**src/rtl/refresh_credit_pkg.sv**
```systemverilog
package refresh_credit_pkg;

    localparam int PANIC_BASE = 5;

    // Watermark code to debt threshold: 5 + code
    function automatic logic [4:0] wm_threshold(input logic [1:0] code);
        return 5'(PANIC_BASE) + {3'b000, code};
    endfunction

endpackage

```
**src/rtl/refresh_rank_counter.sv**
```systemverilog
module refresh_rank_counter #(
    parameter int CNT_W = 4
) (
    input  logic             clk,
    input  logic             rst_n,
    input  logic             inc_i,
    input  logic             dec_i,
    output logic [CNT_W-1:0] cnt_o
);
    localparam logic [CNT_W-1:0] CNT_MAX = '1;

    typedef struct packed {
        logic [CNT_W-1:0] cnt;
    } cnt_state_t;

    cnt_state_t st_d, st_q;

    always_comb begin
        st_d = st_q;
        if (inc_i && dec_i) begin
            st_d.cnt = st_q.cnt;
        end else if (inc_i) begin
            if (st_q.cnt != CNT_MAX) st_d.cnt = st_q.cnt + 1'b1;
        end else if (dec_i) begin
            if (st_q.cnt != '0) st_d.cnt = st_q.cnt - 1'b1;
        end
    end

    always_ff @(posedge clk) begin
        if (!rst_n) st_q <= '0;
        else        st_q <= st_d;
    end

    assign cnt_o = st_q.cnt;

    // simultaneous tick and acknowledge leave the count alone
    a_r9_tick_ack_hold: assert property (@(posedge clk) disable iff (!rst_n)
        (inc_i && dec_i) |=> $stable(cnt_o));
    // no wrap at the top
    a_r5_no_overflow: assert property (@(posedge clk) disable iff (!rst_n)
        (cnt_o == CNT_MAX && inc_i && !dec_i) |=> (cnt_o == CNT_MAX));
    // no underflow at the bottom
    a_r5_no_underflow: assert property (@(posedge clk) disable iff (!rst_n)
        (cnt_o == '0 && !inc_i) |=> (cnt_o == '0));
    // no tick and no acknowledge means a frozen count
    a_r2_frozen: assert property (@(posedge clk) disable iff (!rst_n)
        (!inc_i && !dec_i) |=> $stable(cnt_o));

endmodule

```
**src/rtl/refresh_rank_select.sv**
```systemverilog
module refresh_rank_select #(
    parameter int NUM_RANKS = 4,
    parameter int CNT_W     = 4,
    parameter int RANK_W    = 2
) (
    input  logic [NUM_RANKS-1:0][CNT_W-1:0] cnt_i,
    output logic [CNT_W-1:0]                max_o,
    output logic [RANK_W-1:0]               idx_o
);
    always_comb begin
        max_o = '0;
        idx_o = '0;
        for (int r = 0; r < NUM_RANKS; r++) begin
            if (cnt_i[r] > max_o) begin
                max_o = cnt_i[r];
                idx_o = RANK_W'(r);
            end
        end
    end

endmodule

```
**src/rtl/rcomp_window.sv**
```systemverilog
module rcomp_window #(
    parameter int WAIT_W = 5
) (
    input  logic              clk,
    input  logic              rst_n,
    input  logic              rcomp_req_i,
    input  logic              tick_i,
    input  logic              indep_i,
    input  logic [WAIT_W-1:0] wait_cfg_i,
    input  logic              ref_req_i,
    output logic              gnt_o
);
    localparam logic [WAIT_W-1:0] WAIT_MAX = '1;

    typedef struct packed {
        logic              pend;
        logic [WAIT_W-1:0] waited;
    } rc_state_t;

    rc_state_t st_d, st_q;
    logic      window_open;

    assign window_open = !indep_i || (st_q.waited >= wait_cfg_i);
    assign gnt_o = st_q.pend && window_open && !ref_req_i && !rcomp_req_i;

    always_comb begin
        st_d = st_q;
        if (rcomp_req_i) begin
            st_d.pend   = 1'b1;
            st_d.waited = '0;
        end else if (gnt_o) begin
            st_d.pend   = 1'b0;
            st_d.waited = '0;
        end else if (st_q.pend && tick_i && st_q.waited != WAIT_MAX) begin
            st_d.waited = st_q.waited + 1'b1;
        end
    end

    always_ff @(posedge clk) begin
        if (!rst_n) st_q <= '0;
        else        st_q <= st_d;
    end

    // a grant lasts one cycle
    a_r11_gnt_pulse: assert property (@(posedge clk) disable iff (!rst_n)
        gnt_o |=> !gnt_o);
    // grant and refresh request never coincide
    a_r11_gnt_excl: assert property (@(posedge clk) disable iff (!rst_n)
        !(gnt_o && ref_req_i));
    // a fresh request restarts the window before any grant
    a_r10_restart: assert property (@(posedge clk) disable iff (!rst_n)
        rcomp_req_i |=> (st_q.pend && st_q.waited == '0));

endmodule

```
**src/rtl/refresh_credit_sched.sv**
```systemverilog
module refresh_credit_sched #(
    parameter int NUM_RANKS = 4,
    parameter int CNT_W     = 4,
    parameter int WAIT_W    = 5,
    parameter int RANK_W    = (NUM_RANKS > 1) ? $clog2(NUM_RANKS) : 1
) (
    input  logic              clk,
    input  logic              rst_n,
    input  logic              refresh_tick,
    input  logic              ref_done,
    input  logic              rcomp_req,
    input  logic              cfg_ref_en,
    input  logic              cfg_cnt_en,
    input  logic              cfg_indep_rank,
    input  logic [1:0]        cfg_panic_wm,
    input  logic [WAIT_W-1:0] cfg_rcomp_wait,
    output logic              ref_req,
    output logic              ref_urgent,
    output logic              panic_flag,
    output logic [RANK_W-1:0] ref_rank,
    output logic              rcomp_gnt
);
    import refresh_credit_pkg::*;

    localparam logic [RANK_W-1:0] LAST_RANK = RANK_W'(NUM_RANKS - 1);

    typedef struct packed {
        logic [RANK_W-1:0] ptr;
    } stag_state_t;

    stag_state_t st_d, st_q;

    logic [NUM_RANKS-1:0][CNT_W-1:0] cnt;
    logic [NUM_RANKS-1:0]            dec;
    logic [CNT_W-1:0]                max_cnt;
    logic [RANK_W-1:0]               max_idx;
    logic                            accum;
    logic                            accepted;
    logic                            consume_all;
    logic [4:0]                      threshold;

    assign accum       = refresh_tick && (cfg_ref_en || cfg_cnt_en);
    assign ref_req     = cfg_ref_en && (max_cnt != '0);
    assign accepted    = ref_done && ref_req;
    assign consume_all = accepted && !cfg_indep_rank && (st_q.ptr == LAST_RANK);
    assign ref_rank    = cfg_indep_rank ? max_idx : st_q.ptr;
    assign threshold   = wm_threshold(cfg_panic_wm);
    assign panic_flag  = (5'(max_cnt) > threshold);
    assign ref_urgent  = panic_flag && cfg_ref_en;

    generate
        for (genvar r = 0; r < NUM_RANKS; r++) begin : g_rank
            assign dec[r] = cfg_indep_rank ? (accepted && max_idx == RANK_W'(r))
                                           : (consume_all && cnt[r] != '0);
            refresh_rank_counter #(.CNT_W(CNT_W)) u_cnt (
                .clk   (clk),
                .rst_n (rst_n),
                .inc_i (accum),
                .dec_i (dec[r]),
                .cnt_o (cnt[r])
            );
        end
    endgenerate

    refresh_rank_select #(
        .NUM_RANKS (NUM_RANKS),
        .CNT_W     (CNT_W),
        .RANK_W    (RANK_W)
    ) u_sel (
        .cnt_i (cnt),
        .max_o (max_cnt),
        .idx_o (max_idx)
    );

    rcomp_window #(.WAIT_W(WAIT_W)) u_rcomp (
        .clk         (clk),
        .rst_n       (rst_n),
        .rcomp_req_i (rcomp_req),
        .tick_i      (refresh_tick),
        .indep_i     (cfg_indep_rank),
        .wait_cfg_i  (cfg_rcomp_wait),
        .ref_req_i   (ref_req),
        .gnt_o       (rcomp_gnt)
    );

    always_comb begin
        st_d = st_q;
        if (cfg_indep_rank) begin
            st_d.ptr = '0;
        end else if (accepted) begin
            st_d.ptr = (st_q.ptr == LAST_RANK) ? '0 : st_q.ptr + 1'b1;
        end
    end

    always_ff @(posedge clk) begin
        if (!rst_n) st_q <= '0;
        else        st_q <= st_d;
    end

    // nothing is requested while refresh is off
    a_r3_no_req_disabled: assert property (@(posedge clk) disable iff (!rst_n)
        !cfg_ref_en |-> !ref_req);
    // an urgent request is always also a request
    a_r6_urgent_is_req: assert property (@(posedge clk) disable iff (!rst_n)
        ref_urgent |-> ref_req);
    // in staggered mode the rank moves only on an accepted acknowledge
    a_r7_stagger_hold: assert property (@(posedge clk) disable iff (!rst_n)
        (!cfg_indep_rank && !accepted) |=> $stable(st_q.ptr));

endmodule

```
**config.mk**
```make
export PLATFORM = sky130hd
export DESIGN_NAME = refresh_credit_sched
export DESIGN_NICKNAME = d
export VERILOG_FILES = /design/src/rtl/refresh_credit_pkg.sv /design/src/rtl/refresh_rank_counter.sv /design/src/rtl/refresh_rank_select.sv /design/src/rtl/rcomp_window.sv /design/src/rtl/refresh_credit_sched.sv
export SDC_FILE = /design/constraint.sdc
export NUM_CORES = 1
export LEC_CHECK = 0
export ABC_CLOCK_PERIOD_IN_PS = 7540
export CAP_MARGIN = 20
export CORE_ASPECT_RATIO = 1.1
export CORE_UTILIZATION = 45
export DETAILED_ROUTE_END_ITERATION = 7
export DONT_BUFFER_PORTS = 1
export PLACE_DENSITY = 0.7
export SYNTH_ARGS = -nofsm -noshare
export SYNTH_HDL_FRONTEND = slang
export SYNTH_HIERARCHICAL = 1
export SYNTH_SLANG_ARGS = --single-unit
```
**constraint.sdc**
```tcl
create_clock -name clk -period 7.54 [get_ports clk]
set_input_delay 1.508 -clock clk [delete_from_list [all_inputs] [get_ports clk]]
set_output_delay 1.508 -clock clk [all_outputs]
set_load 0.01 [all_outputs]
```
==> impl_metrics.env <==
export IMPL_status="finished, final reports clean"
export IMPL_syn_num_nets=321
export IMPL_period_minus_slack_ps=7170
export IMPL_numCtsBuffers=3
export IMPL_grtUsageTotal_pct=18.7
export IMPL_worst_path_max_delay_cell="o41a_1"
export IMPL_grt_pass1_vias=1924
export IMPL_num_rows=27
export IMPL_maxCapViolations=0
export IMPL_synth_area_leaders="dfxtp_1, ha_1, mux2i_1"
export IMPL_netlist_area_leader_share_pct=19.5
export IMPL_clock_sinks=24
export IMPL_yosysTopAreaCell="dfxtp_1"
export IMPL_drtAntennaViolNets=0
export IMPL_die_h_um=79.6
export IMPL_diodes=0
export IMPL_path_max_fanout=8
export IMPL_dieArea_mm2=0.00578
export IMPL_critPathArrivalTime_ps=5660
export IMPL_syn_area_mm2=0.00246
export IMPL_start_util_pct=48.0
export IMPL_drive_gt1_share_pct=12.6
export IMPL_crit_buf_inv=3
export IMPL_antenna_found_initial=0
export IMPL_cp_common_cell="ha_1"
export IMPL_place_congestion=0.815
export IMPL_grt_max_degree=29
export IMPL_insertion_delay_ps=270
export IMPL_cpPeakStageDelay_ps=580
export IMPL_skew_ps=1.48
export IMPL_num_vias=1996
export IMPL_synth_edf_count=0
export IMPL_drtIter0Drc=153
export IMPL_clockBufferDepth=2
export IMPL_hold_buffers=0
export IMPL_htree_levels=1
export IMPL_relSlewSlack_pct=71.7
export IMPL_timing_fmax_mhz=139
export IMPL_totalWireLength_mm=4.94
export IMPL_yosysSeqAreaShare_pct=19.5
export IMPL_yosys_cell_types_count=56
export IMPL_cts_root_buf="clkbuf_8"
export IMPL_hold_viol=0
export IMPL_critical_path_class="reg -> out"
export IMPL_grt_pass1_wl_mm=8.59
export IMPL_grt_busiest_layer="met2"
export IMPL_ys_ff_latch=24
export IMPL_use_met2_pct=31.5
export IMPL_met3_usage_pct=1.64
export IMPL_finalSetupViolations=0
export IMPL_clkTransAtPathRegs_ps=90
export IMPL_cp_cell_sequence="inv_1 -> ha_1 -> and4_1 -> a21oi_4 -> mux2i_1 -> ha_1 -> a21oi_1 -> nor2_1 -> a221o_1 -> a21oi_2 -> and2_4 -> mux2_4 -> ha_1 -> o21ai_0 -> nand2b_1 -> a21oi_1 -> a41oi_2 -> buf_4 -> nand2_1 -> o311ai_2 -> o41a_1 -> inv_2 -> and4b_2"
export IMPL_grt_overflow=0
export IMPL_synth_ff_type="dfxtp_1"
export IMPL_via_per_inst=5.84
export IMPL_synth_common_cells="ha_1, inv_1, dfxtp_1"
export IMPL_dr_pass1_iters=4
export IMPL_cts_tree="done"
export IMPL_hold_path_class="reg -> reg"
export IMPL_drcViolationCount=0
export IMPL_area_growth_pct=5.53
export IMPL_crit_required_ps=6030
export IMPL_setup_tns_final_ps=0
export IMPL_drv_slew=0
export IMPL_met1_usage_pct=24.6
export IMPL_start_kind="flip-flop"
export IMPL_synth_most_common_cell="ha_1"
export IMPL_syn_inst=270
export IMPL_wl_per_cell_um=14.4
export IMPL_period_share_pct=95.1
export IMPL_port_buffers=0
export IMPL_ios=21
export IMPL_post_cts_buffers=0
export IMPL_critPathTopFamily="compound AO/OA/AOI/OAI gates"
export IMPL_die_x_um=72.6
export IMPL_nets=322
export IMPL_ys_warn_count=6
export IMPL_synthArstFlopShare_pct=0
export IMPL_crit_path_end_kind="primary output"
export IMPL_final_cells=342
export IMPL_dp_cells=338
export IMPL_worst_slew_pin_slew_ps=421
export IMPL_place_hpwl_mm=3.77
export IMPL_avgSynthCellArea_um2=9.13
export IMPL_reg2reg_setup_slack_ps=1360
export IMPL_coreArea_mm2=0.00513
-- sequential cells by signal (all words and copies together) (netlist names) --
register and cells:
st_q 2, g_rank.u_cnt/cnt_o 16, u_rcomp/st_q 6
-- cells in the final DEF (no fill, tap or decap), drive strengths merged, types with 3 or more instances in the layout --
cell / n
nor2b: 8
inv: 26
nand4b: 3
xor2: 6
mux2i: 20
o21ai: 4
nand2: 19
dfxtp: 24
a21oi: 17
a21o: 3
a211oi: 5
and3: 3
o41ai: 7
nor2: 11
fa: 4
o211a: 4
mux2: 3
a311oi: 5
a41o: 4
ha: 32
nand3: 9
nand2b: 8
nand3b: 4
xnor2: 5
clkbuf: 4
a31oi: 5
and2: 5
o311ai: 3
-- logic make-up after synthesis --
| group | Yosys count | share of synthesized area (%) |
|---|---|---|
| flops | 24 | 19.5 |
| mux | 23 | 10.6 |
| buf+inv | 32 | 5.84 |
| compound gates | 64 | 21.8 |
| simple gates | 80 | 18.9 |
| fa+ha+maj | 36 | 19.5 |
| xor+xnor | 11 | 3.91 |
-- layout make-up --
| class | count | area (µm²) |
|---|---|---|
| clock buffer | 4 | 55.1 |
| fill | 492 | 2530 |
| tap | 72 | 90.1 |
| multi-input combinational | 214 | 1860 |
| inverter | 26 | 97.6 |
| timing repair buffer | 2 | 15.0 |
| sequential | 24 | 482 |
-- stage by stage --
| stage | setup WS (ps) | area [µm²] | util [%] | hold WS, ps |
|---|---|---|---|---|
| detailed placement | 251 | 2520 | 49.1 | 517 |
| CTS | 13.4 | 2580 | 50.2 | 531 |
| global route | -3.78 | 2600 | 50.7 | 571 |
| floorplan | 658 | 2460 | - | 479 |
| global placement | 477 | 2520 | 49.1 | 496 |
| finish | 371 | 2600 | 50.7 | 530 |
-- timing repair --
| action | in CTS | in global routing |
|---|---|---|
| pin swaps | 0 | 1 |
| setup endpoints to repair | 1 | 3 |
| gates resized for setup | 1 | 6 |
-- per-layer routing --
metal  routed length [µm]  vias up
li1                     -     1008
met1                 2420      952
met2                 2340       32
met3                  110        4
met4                   64        0
met5                    0        -
-- path summary, 6_finish.rpt --
| kind | startpoint | to | cells after the start |
|---|---|---|---|
| max reg2reg | g_rank[0].u_cnt/cnt_o[3]$_SDFFE_PN0P_ | g_rank[0].u_cnt/cnt_o[1]$_SDFFE_PN0P_ | 27 |
| max | g_rank[0].u_cnt/cnt_o[3]$_SDFFE_PN0P_ | rcomp_gnt | 23 |
| min reg2reg | st_q[1]$_SDFFE_PP0P_ | st_q[1]$_SDFFE_PP0P_ | 2 |
| min | st_q[1]$_SDFFE_PP0P_ | st_q[1]$_SDFFE_PP0P_ | 2 |
-- worst reg2reg max path, delay by kind of cell, from the launching register on --
kind	cells	cell delay (ps)
adder cells (fa/ha/maj)	3	910
AND/OR/NAND/NOR	8	1050
AO/OA/AOI/OAI	10	2220
multiplexers	4	1110
buffers and inverters	2	290
flip-flops	1	480
Power is not shown: default switching activity piles up to over one toggle a cycle in this logic, so the estimate is an artifact.
